## config.mk

```make
export PLATFORM = sky130hd
export DESIGN_NAME = t1_rx_sync_gen
export DESIGN_NICKNAME = d
export VERILOG_FILES = /design/src/rtl/t1_sync_pkg.sv /design/src/rtl/t1_pos_cnt.sv /design/src/rtl/t1_cfg_hold.sv /design/src/rtl/t1_pulse_shape.sv /design/src/rtl/t1_rx_sync_gen.sv
export SDC_FILE = /design/constraint.sdc
export NUM_CORES = 1
export LEC_CHECK = 0
export BUFFER_PORTS_ARGS = -buffer_cell sky130_fd_sc_hd__buf_4
export CAP_MARGIN = 20
export CORE_UTILIZATION = 60
export CTS_CLUSTER_SIZE = 30
export DETAILED_ROUTE_END_ITERATION = 7
export GPL_TIMING_DRIVEN = 0
export PLACE_DENSITY = 0.83
export RECOVER_POWER = 100
export SYNTH_ARGS = -nofsm -noshare
export SYNTH_HDL_FRONTEND = slang
export SYNTH_HIERARCHICAL = 1
export SYNTH_SLANG_ARGS = --single-unit
```

## constraint.sdc

```tcl
create_clock -name clk -period 5.98 [get_ports clk]
set_clock_uncertainty 0.15 [all_clocks]
set_input_delay 0.299 -clock clk [delete_from_list [all_inputs] [get_ports clk]]
set_output_delay 0.299 -clock clk [all_outputs]
set_load 0.01 [all_outputs]
```

## src/rtl/t1_sync_pkg.sv

```systemverilog
package t1_sync_pkg;

    // Configuration applied at frame boundaries.
    typedef struct packed {
        logic mf_mode;   // 1: configurable sync marks multiframe start
        logic sig_wide;  // widen frame-mode pulse on signaling frames
        logic ext_mf;    // 1: 24-frame multiframe, 0: 12-frame
    } sync_cfg_t;

    // Counter state handed from the position tracker to the shaper.
    typedef struct packed {
        logic       run;
        logic [7:0] bit_pos;
        logic [4:0] frm_idx;
    } pos_t;

    // A 0-based frame index is a signaling frame when its 1-based number
    // is a multiple of the stride.
    function automatic logic sig_hit(input int unsigned idx, input int unsigned stride);
        return ((idx + 1) % stride) == 0;
    endfunction

endpackage

```

## src/rtl/t1_pos_cnt.sv

```systemverilog
module t1_pos_cnt #(
    parameter int BITS_PER_FRAME = 193,
    parameter int SF_FRAMES      = 12,
    parameter int EXT_FRAMES     = 24,
    parameter int BIT_W          = 8,
    parameter int FRM_W          = 5
) (
    input  logic             clk,
    input  logic             rst,
    input  logic             locked,
    input  logic [BIT_W-1:0] ld_bit,
    input  logic [FRM_W-1:0] ld_frm,
    input  logic             ext_in,
    output logic             run_q,
    output logic [BIT_W-1:0] bit_q,
    output logic [FRM_W-1:0] frm_q,
    output logic             bound_o
);
    localparam logic [BIT_W-1:0] LAST_BIT = BIT_W'(BITS_PER_FRAME - 1);
    localparam logic [FRM_W-1:0] SF_LAST  = FRM_W'(SF_FRAMES - 1);
    localparam logic [FRM_W-1:0] EXT_LAST = FRM_W'(EXT_FRAMES - 1);

    logic             at_last;
    logic [FRM_W-1:0] frm_last;

    assign at_last  = (bit_q == LAST_BIT);
    assign frm_last = ext_in ? EXT_LAST : SF_LAST;
    assign bound_o  = !rst && locked && (!run_q || at_last);

    always_ff @(posedge clk) begin
        if (rst || !locked) begin
            run_q <= 1'b0;
            bit_q <= '0;
            frm_q <= '0;
        end else if (!run_q) begin
            run_q <= 1'b1;
            bit_q <= ld_bit;
            frm_q <= ld_frm;
        end else if (at_last) begin
            bit_q <= '0;
            frm_q <= (frm_q >= frm_last) ? '0 : frm_q + FRM_W'(1);
        end else begin
            bit_q <= bit_q + BIT_W'(1);
        end
    end

    // losing lock clears the tracker on the following edge
    p_unlock_clear_r2: assert property (@(posedge clk) disable iff (rst)
        !locked |=> (!run_q && bit_q == '0 && frm_q == '0));

    // a running, locked tracker steps the bit position by one
    p_bit_step_r4: assert property (@(posedge clk) disable iff (rst)
        (run_q && locked && !at_last) |=> (bit_q == $past(bit_q) + BIT_W'(1)));

    // the bit position wraps to zero after the last bit
    p_bit_wrap_r4: assert property (@(posedge clk) disable iff (rst)
        (run_q && locked && at_last) |=> (bit_q == '0));
endmodule

```

## src/rtl/t1_cfg_hold.sv

```systemverilog
module t1_cfg_hold
    import t1_sync_pkg::*;
(
    input  logic      clk,
    input  logic      rst,
    input  logic      bound,
    input  sync_cfg_t cfg_in,
    output sync_cfg_t cfg_q
);
    always_ff @(posedge clk) begin
        if (rst) begin
            cfg_q <= '0;
        end else if (bound) begin
            cfg_q <= cfg_in;
        end
    end

    // the applied configuration moves only at a frame boundary
    p_cfg_hold_r10: assert property (@(posedge clk) disable iff (rst)
        !bound |=> $stable(cfg_q));
endmodule

```

## src/rtl/t1_pulse_shape.sv

```systemverilog
module t1_pulse_shape
    import t1_sync_pkg::*;
#(
    parameter int SF_FRAMES = 12,
    parameter int SIG_EVERY = 6
) (
    input  pos_t      pos,
    input  sync_cfg_t cfg,
    output logic      sync_o,
    output logic      fsync_o
);
    logic at_bit0;
    logic at_bit1;
    logic sig_frame;
    logic mf_start;

    assign at_bit0   = pos.run && (pos.bit_pos == 8'd0);
    assign at_bit1   = pos.run && (pos.bit_pos == 8'd1);
    assign sig_frame = sig_hit(32'(pos.frm_idx), SIG_EVERY)
                       && (cfg.ext_mf || (32'(pos.frm_idx) < SF_FRAMES));
    assign mf_start  = at_bit0 && (pos.frm_idx == 5'd0);

    assign fsync_o = at_bit0;
    assign sync_o  = cfg.mf_mode ? mf_start
                                 : (at_bit0 || (cfg.sig_wide && sig_frame && at_bit1));
endmodule

```

## src/rtl/t1_rx_sync_gen.sv

```systemverilog
module t1_rx_sync_gen
    import t1_sync_pkg::*;
#(
    parameter int BITS_PER_FRAME = 193,
    parameter int SF_FRAMES      = 12,
    parameter int EXT_FRAMES     = 24,
    parameter int SIG_EVERY      = 6,
    localparam int BIT_W         = $clog2(BITS_PER_FRAME),
    localparam int FRM_W         = $clog2(EXT_FRAMES)
) (
    input  logic             clk,
    input  logic             rst,
    input  logic             locked,
    input  logic [BIT_W-1:0] load_bit,
    input  logic [FRM_W-1:0] load_frame,
    input  logic             mf_mode,
    input  logic             sig_wide,
    input  logic             ext_mf,
    output logic             sync_o,
    output logic             fsync_o
);
    sync_cfg_t        cfg_in;
    sync_cfg_t        cfg_q;
    logic             run_q;
    logic [BIT_W-1:0] bit_q;
    logic [FRM_W-1:0] frm_q;
    logic             bound;
    pos_t             pos;

    assign cfg_in = '{mf_mode: mf_mode, sig_wide: sig_wide, ext_mf: ext_mf};
    assign pos    = '{run: run_q, bit_pos: 8'(bit_q), frm_idx: 5'(frm_q)};

    t1_pos_cnt #(
        .BITS_PER_FRAME(BITS_PER_FRAME),
        .SF_FRAMES     (SF_FRAMES),
        .EXT_FRAMES    (EXT_FRAMES),
        .BIT_W         (BIT_W),
        .FRM_W         (FRM_W)
    ) u_cnt (
        .clk    (clk),
        .rst    (rst),
        .locked (locked),
        .ld_bit (load_bit),
        .ld_frm (load_frame),
        .ext_in (ext_mf),
        .run_q  (run_q),
        .bit_q  (bit_q),
        .frm_q  (frm_q),
        .bound_o(bound)
    );

    t1_cfg_hold u_cfg (
        .clk   (clk),
        .rst   (rst),
        .bound (bound),
        .cfg_in(cfg_in),
        .cfg_q (cfg_q)
    );

    t1_pulse_shape #(
        .SF_FRAMES(SF_FRAMES),
        .SIG_EVERY(SIG_EVERY)
    ) u_shape (
        .pos    (pos),
        .cfg    (cfg_q),
        .sync_o (sync_o),
        .fsync_o(fsync_o)
    );

    // the frame pulse never lasts beyond one clock
    p_fsync_single_r4: assert property (@(posedge clk) disable iff (rst)
        fsync_o |=> !fsync_o);

    // an edge without lock leaves both outputs low
    p_unlock_quiet_r2: assert property (@(posedge clk) disable iff (rst)
        $past(!locked) |-> (!sync_o && !fsync_o));

    // a sync clock outside bit 0 is only the tail of a widened pulse
    p_wide_tail_r6: assert property (@(posedge clk) disable iff (rst)
        (sync_o && !fsync_o && $past(run_q)) |-> $past(sync_o));

    // in multiframe mode the sync pulse is always a single clock
    p_mf_single_r7: assert property (@(posedge clk) disable iff (rst)
        (sync_o && cfg_q.mf_mode) |=> !sync_o);
endmodule

```

==> results of run 1 <==
[through the flow]
step,std cells,util,hold WS (ns)
5_1_grt,249,0.754,0.0942
3_5_place_dp,245,0.747,0.340
3_3_place_gp,245,0.747,0.332
4_1_cts,249,0.758,0.0175
6_report,249,0.754,0.0906
2_1_floorplan,197,-,0.221
[state kept, by name (all words and copies together), names as in the netlist]
| register | cells |
|---|---|
| u_cnt/bit_q | 8 |
| u_cfg/cfg_q | 3 |
| u_cnt/run_q | 1 |
| u_cnt/frm_q | 5 |
[synth_stat cells, drive strengths merged, types with 4 or more instances]
cell    instances  area, sq um
mux2i           8         80.1
a21oi          13         65.1
nand2          18         67.6
nor2b           6         37.5
a211oi          7         57.6
nand3          15         75.1
clkbuf          4         15.0
buf             5         31.3
nand2b          6         37.5
o21ai           6         30.0
dfxtp          17          340
nor2           18         67.6
ha             10          125
nor3b           4         30.0
inv             9         33.8
xor2            5         43.8
and2            5         35.0
[power groups by stage]
stage,Sequential [W],Combinational [W],Clock (W)
after CTS,0.000127,0.0000639,0.0000649
after floorplan,0.000127,0.0000432,0
after global routing,0.000128,0.0000703,0.0000704
after global placement,0.000129,0.0000605,0
final,0.000127,0.0000644,0.0000623
after detailed placement,0.000130,0.0000636,0
[logic make-up (layout without fill, tap and decap cells)]
logic type,Yosys count,after routing,synth area share
muxes,8,8,0.0523
and+or+nand+nor,85,85,0.296
AOI/OAI and AO/OA,51,51,0.249
adders and majority gates,10,10,0.0818
xor gates and xnor gates,8,8,0.0458
DFF,17,17,0.222
buffers and inverters,18,42,0.0523
[worst min-delay path, delay by kind of cell]
family	cells	cell delay [ns]
buffers and inverters	1	0.08
multiplexers	1	0.05
AND/OR/NAND/NOR	1	0.07
[final timing paths]
check	start	endpoint	depth (start not counted)
worst max-delay path	u_cnt/frm_q[0]	sync_o	16
worst min-delay path	sig_wide	u_cfg/cfg_q[1]	3
worst max register to register	u_cnt/bit_q[0]	u_cfg/cfg_q[2]	7
worst min register to register	u_cfg/cfg_q[0]	u_cfg/cfg_q[0]	2
[metal layers]
| metal | track usage | up-vias | part of all wire |
|---|---|---|---|
| met3 | 0.0783 | 12 | 0.088 |
| li1 | - | 771 | - |
| met1 | 0.416 | 738 | 0.43 |
| met4 | 0.0789 | 0 | 0.018 |
| met2 | 0.517 | 94 | 0.46 |
| met5 | 0 | - | 0 |
[layout make-up]
class	count	area [sq um]
Clock buffer	4	26.3
Sequential cell	17	340
Multi-Input combinational cell	162	1110
Buffer	9	45.0
Inverter	9	33.8
Timing Repair Buffer	20	143
Fill cell	182	564
Tap cell	28	35.0
==> metrics.cfg, run 1 <==
[status]
status = finished clean

[worst_setup_path]
crit_chain = ha_1 -> clkbuf_1 -> nand3_1 -> xnor2_1 -> ha_1 -> nand2b_1 -> a21oi_1 -> a21oi_1 -> mux2i_1 -> a221o_1 -> ha_1 -> nand3b_1 -> nor3b_1 -> a2111oi_0 -> a211oi_2 -> buf_4
worst_path_most_repeated_cell = ha_1
cp.buffers_inverters = 2
critPathRequiredTime_ns = 5.53
worst_ep_arrival_time_ns = 4.29
cp-end-kind = output port
rrSetupSlack_ns = 3.89
critPathMaxStageDelay_ns = 0.61
critPathLaunchType = flip-flop
cp_max_fo = 12
crit_slowest_cell = dfxtp_1
cp_top_family = compound AO/OA/AOI/OAI gates
worstSetupPathType = flip-flop to output port

[place]
place.gp.congestion = 1.00
dp_slack_ns = 1.79
place_hpwl_um = 2960
dpl-instance-area_sq_mm = 0.00172
port_buffers = 20

[clock_tree]
clockBufferDepth = 2
cts_resized = 0
cts-root-buf = clkbuf_4
cts_hold_buf = 0
clkLatencyLatePin_ns = 0.30
clk_pin_slew_ns = 0.10
htree_levels = 1
postCtsSetupBuffers = 0
cts_buffers = 3
cts_tree = yes
cts_sinks = 17

[finish]
drive_above_1_share = 0.149
nets = 251
syn_to_final_growth_pct = 13.2
n_antenna_cell = 0
layout_common_cells = buf_4 (18), nor2_1 (18), nand2_1 (18)
design_area_sq_mm = 0.00173

[sta]
tns_ns = 0
fmax_mhz = 211
maxSlewHeadroom = 0.596
finalCritPeriodShare = 0.792
setup_viol = 0
drv_slew = 0
rsz0062_at_grt = false
worst_pin_slew_ns = 0.602
worst_slack_ns = 1.24
finalHoldViolCount = 0
period_needed_ns = 4.74

[drt]
drtPass1Iterations = 4
vias_per_cell = 6.49
drc = 0
first_iter_violations = 82
routed_wl_um = 3930
num_vias = 1615
drt.antenna.violating_nets = 0
drt-wirelength-per-cell_um = 15.8

[yosys]
syn_nets = 226
yosysWarnings = 6
synth_seq_area_share = 0.222
syn_inst = 197
syn_area_sq_mm = 0.00153
synth_cell_types = 48
synth-seq-cells = 17
synth-edff-count = 0
synth_flop_cell = dfxtp_1
avgSynthCellArea_sq_um = 7.77
synthArstFlopShare = 0

[run]
cap_violations = 0

[worst_hold_path]
holdCritPathClass = input pin to flip-flop

[floorplan]
die_h_um = 52.5
die-area_sq_mm = 0.00276
die_x_um = 52.5
rows = 17
coreArea_sq_mm = 0.00230
io-pin-count = 21
start_util = 0.666

[power_and_ir_drop]
ir_drop_mv = 0.174
p_switching_w = 0.0000795
power_frac_comb = 0.253
p_clk_frac = 0.245
seqPwrFrac = 0.502
total_power_w = 0.000254
power_leakage_nw = 0.695
p_int_w = 0.000175
switching_share = 0.313
power.density_mw_per_mm2 = 147

[global_route]
grt_max_degree = 13
grt_overflow_total = 0
grt_use_total = 0.318
grt_pass1_wl_um = 6540
grt_pass1_vias = 1447
grt_antenna_before_repair = 0

(Power assumes the default switching activity.)
==> run 2, diff against run 1 <==
--- a/config.mk
+++ b/config.mk
@@ -5,13 +5,14 @@
 export SDC_FILE = /design/constraint.sdc
 export NUM_CORES = 1
 export LEC_CHECK = 0
+export ABC_AREA = 1
 export BUFFER_PORTS_ARGS = -buffer_cell sky130_fd_sc_hd__buf_4
 export CAP_MARGIN = 20
-export CORE_UTILIZATION = 60
+export CORE_UTILIZATION = 52
 export CTS_CLUSTER_SIZE = 30
 export DETAILED_ROUTE_END_ITERATION = 7
 export GPL_TIMING_DRIVEN = 0
-export PLACE_DENSITY = 0.83
+export PLACE_DENSITY = 0.76
 export RECOVER_POWER = 100
 export SYNTH_ARGS = -nofsm -noshare
 export SYNTH_HDL_FRONTEND = slang
==> constraint.sdc (replaced) <==
create_clock -name clk -period 4.3 [get_ports clk]
set_clock_uncertainty 0.15 [all_clocks]
set_input_delay 0.215 -clock clk [delete_from_list [all_inputs] [get_ports clk]]
set_output_delay 0.215 -clock clk [all_outputs]
set_load 0.01 [all_outputs]
==> run 2 against run 1 <==
- global-route usage shrank 9.6 points
- sequential share of layout area down 1.6 points
- first-iteration DRC count shrank 44%
- critical path type unchanged
- highest routed layer is now met3
==> metrics.cfg, run 2 <==
[yosys]
syn_area_sq_mm = 0.00167
synth-seq-cells = 17
yosysTopAreaCell = dfxtp_1
synth_area_leaders = dfxtp_1 (20%), nand2_1 (18%), inv_1 (9.7%), ha_1 (8.3%), nand3_1 (5.1%)
synthArstFlopShare = 0
synth_seq_area_share = 0.204
yosysWarnings = 6
synth-edff-count = 0
synthTopCellsByCount = nand2_1 (79), inv_1 (43), nor2_1 (18)
synth_flop_cell = dfxtp_1
syn_inst = 266
synth_cell_types = 29
avgSynthCellArea_sq_um = 6.27
synth_most_common_cell = nand2_1
syn_nets = 296
post-synth-top-area-fraction = 0.204

[worst_setup_path]
cp_top_family = simple AND/OR/NAND/NOR gates
rrSetupSlack_ns = 2.28
critPathMaxStageDelay_ns = 0.58
critPathRequiredTime_ns = 3.93
regToRegStartpoint = u_cnt/bit_q[0]
worst_path_most_repeated_cell = nand2_1
cp.buffers_inverters = 4
worstSetupPathType = flip-flop to output port
cp-end-kind = output port
critPathLaunch = u_cnt/frm_q[0]
worst_ep_arrival_time_ns = 3.37
crit_slowest_cell = dfxtp_1
critPathLaunchType = flip-flop
cp_max_fo = 11
crit_chain = ha_1 -> nand3_1 -> nand2_1 -> nand2_2 -> ha_1 -> inv_1 -> nand2_1 -> nor2_2 -> nand3_2 -> nand2_1 -> o21ai_2 -> nand2_1 -> inv_1 -> ha_1 -> nor2_1 -> nand2_1 -> nor2_1 -> nand2_1 -> nand2_1 -> nand2_1 -> inv_1 -> nand2_1 -> nand2_1 -> buf_4

[drt]
drt-wirelength-per-cell_um = 10.0
vias_per_cell = 4.75
first_iter_violations = 46
drt.antenna.violating_nets = 0
routed_wl_um = 3360
drc = 0
drtPass1Iterations = 4
num_vias = 1595

[finish]
post-route-util = 0.617
layout_common_cells = nand2_1 (80), inv_1 (43), nor2_1 (23)
drive_above_1_share = 0.229
fill_cells = 319
largest_register = u_cnt/bit_q
final_common_cell = nand2_1
nets = 323
n_antenna_cell = 0
largest_reg_flops = 8
reg_top3 = u_cnt/bit_q (8), u_cnt/frm_q (5), u_cfg/cfg_q (3)
final_cells = 336
syn_to_final_growth_pct = 12.9

[clock_tree]
clkLatencyLatePin_ns = 0.30
htree_levels = 1
clk_pin_slew_ns = 0.11
cts-root-buf = clkbuf_4
clockBufferDepth = 2
cts_sinks = 17
cts_tree = yes
cts_buffers = 3
cts_resized = 0

[power_and_ir_drop]
seqPwrFrac = 0.494
switching_share = 0.330
power.density_mw_per_mm2 = 190
power_leakage_nw = 0.984
total_power_w = 0.000357
power_frac_comb = 0.248
p_switching_w = 0.000118
p_clk_frac = 0.258
p_int_w = 0.000239
ir_drop_mv = 0.155

[floorplan]
io-pin-count = 21
coreArea_sq_mm = 0.00305
die_x_um = 58.6
die_h_um = 58.6
start_util = 0.546
die-area_sq_mm = 0.00344
rows = 20

[sta]
setup_viol = 0
fmax_mhz = 267
drv_slew = 0
finalHoldViolCount = 0
tns_ns = 0
maxSlewHeadroom = 0.553
rsz0062_at_grt = false
period_needed_ns = 3.74
worst_pin_slew_ns = 0.670
worst_slack_ns = 0.561
finalCritPeriodShare = 0.870

[worst_hold_path]
holdCritPathClass = input pin to flip-flop
min-delay-start = load_bit[3]

[global_route]
busiest_layer = met2
grt_util_met3 = 0.0396
grt_antenna_before_repair = 0
grtUsageMet2 = 0.388
met1_usage = 0.294
grt_pass1_vias = 1464
grt_max_degree = 12
grt_use_total = 0.222
grt_pass1_wl_um = 6000
grt_overflow_total = 0

[place]
dp_slack_ns = 0.887
place.gp.congestion = 0.835
place_hpwl_um = 2630
dp.cells = 330
port_buffers = 20

[run]
cap_violations = 0

[status]
status = finished clean

run 2: cell types whose count changed in the layout (fill, tap and decap cells not counted), moves of 4 or more:
cell / previous run / this run
a21oi_1: 13 / 8
a21oi_2: 0 / 8
nand2_1: 18 / 80
nand2_2: 0 / 9
a211oi_1: 6 / 0
nor3b_1: 4 / 0
nand2b_1: 6 / 0
inv_2: 0 / 7
nand3_2: 0 / 5
inv_1: 9 / 43
nor2_1: 18 / 23
clkbuf_1: 8 / 2
mux2i_1: 8 / 0
nor2b_1: 6 / 0
run 2: worst register-to-register path, cell delays in order, from the launching register on:
cell	delay, ns
dfxtp_1	0.35
inv_1	0.11
ha_1	0.16
inv_1	0.04
nor2_1	0.25
nand2_4	0.11
nand2_1	0.14
inv_4	0.07
nor2_1	0.35
nand2_1	0.10
nand2_1	0.07
nor2_1	0.04
run 2: logic make-up (layout without fill, tap and decap cells):
| logic type | Yosys count | in the layout | share of synthesized area |
|---|---|---|---|
| and+or+nand+nor | 154 | 154 | 0.458 |
| adders and majority gates | 11 | 11 | 0.0825 |
| buffers and inverters | 54 | 80 | 0.127 |
| DFF | 17 | 17 | 0.204 |
| AOI/OAI and AO/OA | 26 | 26 | 0.108 |
| xor gates and xnor gates | 4 | 4 | 0.0210 |
run 2: cell type report:
class,count,area (sq um),area share
plain buffers,3,16.3,0.00864
inverters,51,194,0.103
clock inverters,1,7.51,0.00399
well taps,44,55.1,0.0292
clock buffers,3,22.5,0.0120
repair buffers,22,166,0.0884
flip-flops and latches,17,340,0.181
multi-input cells,195,1080,0.574
run 2: per-layer routing:
metal / vias to the layer above / part of all wire
met5: - / 0
met1: 705 / 0.51
li1: 875 / -
met4: 0 / 0
met2: 15 / 0.47
met3: 0 / 0.015
run 2: repair_timing:
action	4_1_cts	5_1_grt
hold buffers	1	1
setup buffers	0	0
endpoints found under the hold margin	1	1
run 2: per-stage QoR:
step / hold slack [ns] / area [sq um]
4_1_cts: 0.00267 / 1910
5_1_grt: 0.00651 / 1880
2_1_floorplan: 0.149 / 1670
6_report: 0.0133 / 1880
3_5_place_dp: 0.263 / 1870
3_3_place_gp: 0.262 / 1870
run 2: final timing paths:
kind	cells past startpoint	endpoint
setup / recovery	24	sync_o
hold / removal	3	u_cnt/bit_q[3]
setup reg to reg	11	u_cfg/cfg_q[1]
hold reg to reg	2	u_cfg/cfg_q[0]
run 2: power groups by stage:
stage                     Clock [W]  Sequential (W)  Combinational [W]
final                     0.0000920        0.000176          0.0000886
after global routing       0.000104        0.000178           0.000101
after CTS                 0.0000951        0.000176          0.0000917
after detailed placement          0        0.000180          0.0000905
after global placement            0        0.000180          0.0000891
after floorplan                   0        0.000177          0.0000649
==> run 3, diff against run 2 <==
--- a/config.mk
+++ b/config.mk
@@ -12,6 +12,7 @@
 export CTS_CLUSTER_SIZE = 30
 export DETAILED_ROUTE_END_ITERATION = 7
 export GPL_TIMING_DRIVEN = 0
+export HOLD_SLACK_MARGIN = 0.02
 export PLACE_DENSITY = 0.76
 export RECOVER_POWER = 100
 export SYNTH_ARGS = -nofsm -noshare
==> run 3 against run 2 <==
- combinational power is 6.3% higher
- sequential share of layout area shrank 0.74 points
- global-route usage grew 0.60 points
- non-clock buffer count is 8 higher
- routed wire length grew 1.9%
- cell count increased by 2.4%
- first-iteration DRC count rose by 4.3%
- clock power increased by 2%
- core utilization rose by 2.6 points
- flip-flop and latch count did not move
- cell area up 4.3%
- critical endpoint unchanged
- largest cell class unchanged
- largest power group unchanged
==> metrics.cfg, run 3 (synthesis gave the netlist of run 2 again) <==
[status]
status = finished clean

[worst_setup_path]
cp.buffers_inverters = 4
crit_chain = ha_1 -> nand3_1 -> nand2_1 -> nand2_2 -> ha_1 -> inv_1 -> nand2_1 -> nor2_2 -> nand3_2 -> nand2_1 -> o21ai_2 -> nand2_1 -> inv_1 -> ha_1 -> nor2_1 -> nand2_1 -> nor2_1 -> nand2_1 -> nand2_1 -> nand2_1 -> inv_1 -> nand2_1 -> nand2_1 -> buf_4
worst_path_most_repeated_cell = nand2_1
crit_slowest_cell = dfxtp_1
cp_top_family = simple AND/OR/NAND/NOR gates
cp-end-kind = output port
worstSetupPathType = flip-flop to output port
worst_ep_arrival_time_ns = 3.37
critPathLaunchType = flip-flop
cp_max_fo = 11
critPathRequiredTime_ns = 3.93
critPathMaxStageDelay_ns = 0.57

[place]
place.gp.congestion = 0.835
dp.cells = 330
place_hpwl_um = 2630
port_buffers = 20

[finish]
largest_register = u_cnt/bit_q
largest_reg_flops = 8
final_cells = 344
final_common_cell = nand2_1
syn_to_final_growth_pct = 17.7
nets = 331
reg_top3 = u_cnt/bit_q (8), u_cnt/frm_q (5), u_cfg/cfg_q (3)
drive_above_1_share = 0.223
n_antenna_cell = 0
layout_common_cells = nand2_1 (80), inv_1 (43), nor2_1 (23)

[global_route]
grt_overflow_total = 0
grt_pass1_wl_um = 6170
grt_antenna_before_repair = 0
busiest_layer = met2
met1_usage = 0.295
grt_max_degree = 12
grt_util_met3 = 0.0396
grt_pass1_vias = 1519
grtUsageMet2 = 0.402
grt_use_total = 0.228

[drt]
drt-wirelength-per-cell_um = 9.96
drtPass1Iterations = 4
num_vias = 1624
vias_per_cell = 4.72
drc = 0
first_iter_violations = 48
drt.antenna.violating_nets = 0
routed_wl_um = 3430

[power_and_ir_drop]
power.density_mw_per_mm2 = 185
p_int_w = 0.000244
switching_share = 0.330
power_frac_comb = 0.259
p_switching_w = 0.000120
p_clk_frac = 0.257
seqPwrFrac = 0.484
power_leakage_nw = 1.02
ir_drop_mv = 0.155

[floorplan]
die_h_um = 58.6
rows = 20
die_x_um = 58.6
io-pin-count = 21
coreArea_sq_mm = 0.00305
start_util = 0.546
die-area_sq_mm = 0.00344

[sta]
worst_pin_slew_ns = 0.656
finalHoldViolCount = 0
rsz0062_at_grt = false
setup_viol = 0
tns_ns = 0
maxSlewHeadroom = 0.563
period_needed_ns = 3.74
drv_slew = 0
fmax_mhz = 267
finalCritPeriodShare = 0.869

[clock_tree]
htree_levels = 1
cts_resized = 0
clkLatencyLatePin_ns = 0.30
clockBufferDepth = 2
cts_tree = yes
clk_pin_slew_ns = 0.11
cts-root-buf = clkbuf_4
cts_sinks = 17
cts_hold_buf = 7
postCtsSetupBuffers = 0
cts_buffers = 3

[run]
cap_violations = 0

[worst_hold_path]
holdCritPathClass = input pin to flip-flop

[run 3: worst reg2reg max path: stages, from the launching register on]
cell and delay, ns:
dfxtp_1 0.35, inv_1 0.11, ha_1 0.16, inv_1 0.04, nor2_1 0.25, nand2_4 0.11
nand2_1 0.14, inv_4 0.07, nor2_1 0.35, nand2_1 0.10, nand2_1 0.07, nor2_1 0.04
[run 3: worst paths after layout]
path,startpoint,endpoint,slack (ns),cells after the start
hold / removal,mf_mode,u_cfg/cfg_q[2],0.04,5
setup reg to reg,u_cnt/bit_q[0],u_cfg/cfg_q[1],2.28,11
hold reg to reg,u_cfg/cfg_q[0],u_cfg/cfg_q[0],0.33,2
setup / recovery,u_cnt/frm_q[0],sync_o,0.56,24
[run 3: power by group through the flow]
stage,logic (W),registers [W],clock network (W)
after global placement,0.0000891,0.000180,0
final,0.0000942,0.000176,0.0000937
after global routing,0.000108,0.000178,0.000105
after CTS,0.0000960,0.000176,0.0000951
after floorplan,0.0000649,0.000177,0
after detailed placement,0.0000905,0.000180,0
[run 3: final cells by class]
class | instances | area [sq um]
Fill cell | 307 | 1090
Multi-Input combinational cell | 195 | 1080
Sequential cell | 17 | 340
Timing Repair Buffer | 30 | 246
Inverter | 51 | 194
Tap cell | 44 | 55.1
Clock buffer | 3 | 22.5
Buffer | 3 | 16.3
Clock inverter | 1 | 7.51
[run 3: metrics by stage]
stage	hold WS [ns]	instance area, sq um	setup WS, ns	power [W]	utilization
3_5_place_dp	0.263	1870	0.887	0.000270	0.614
2_1_floorplan	0.149	1670	1.31	0.000242	-
5_1_grt	0.0830	1960	0.129	0.000390	0.643
3_3_place_gp	0.262	1870	0.901	0.000269	0.614
6_report	0.0412	1960	0.561	0.000364	0.643
4_1_cts	0.0205	1970	0.534	0.000367	0.646
[run 3: per-layer routing]
layer	share of wire	vias to the layer above	wire (um)
li1	-	894	-
met1	0.50	706	1720
met2	0.47	22	1610
met3	0.025	2	84
met4	0.0032	0	11
met5	0	-	0
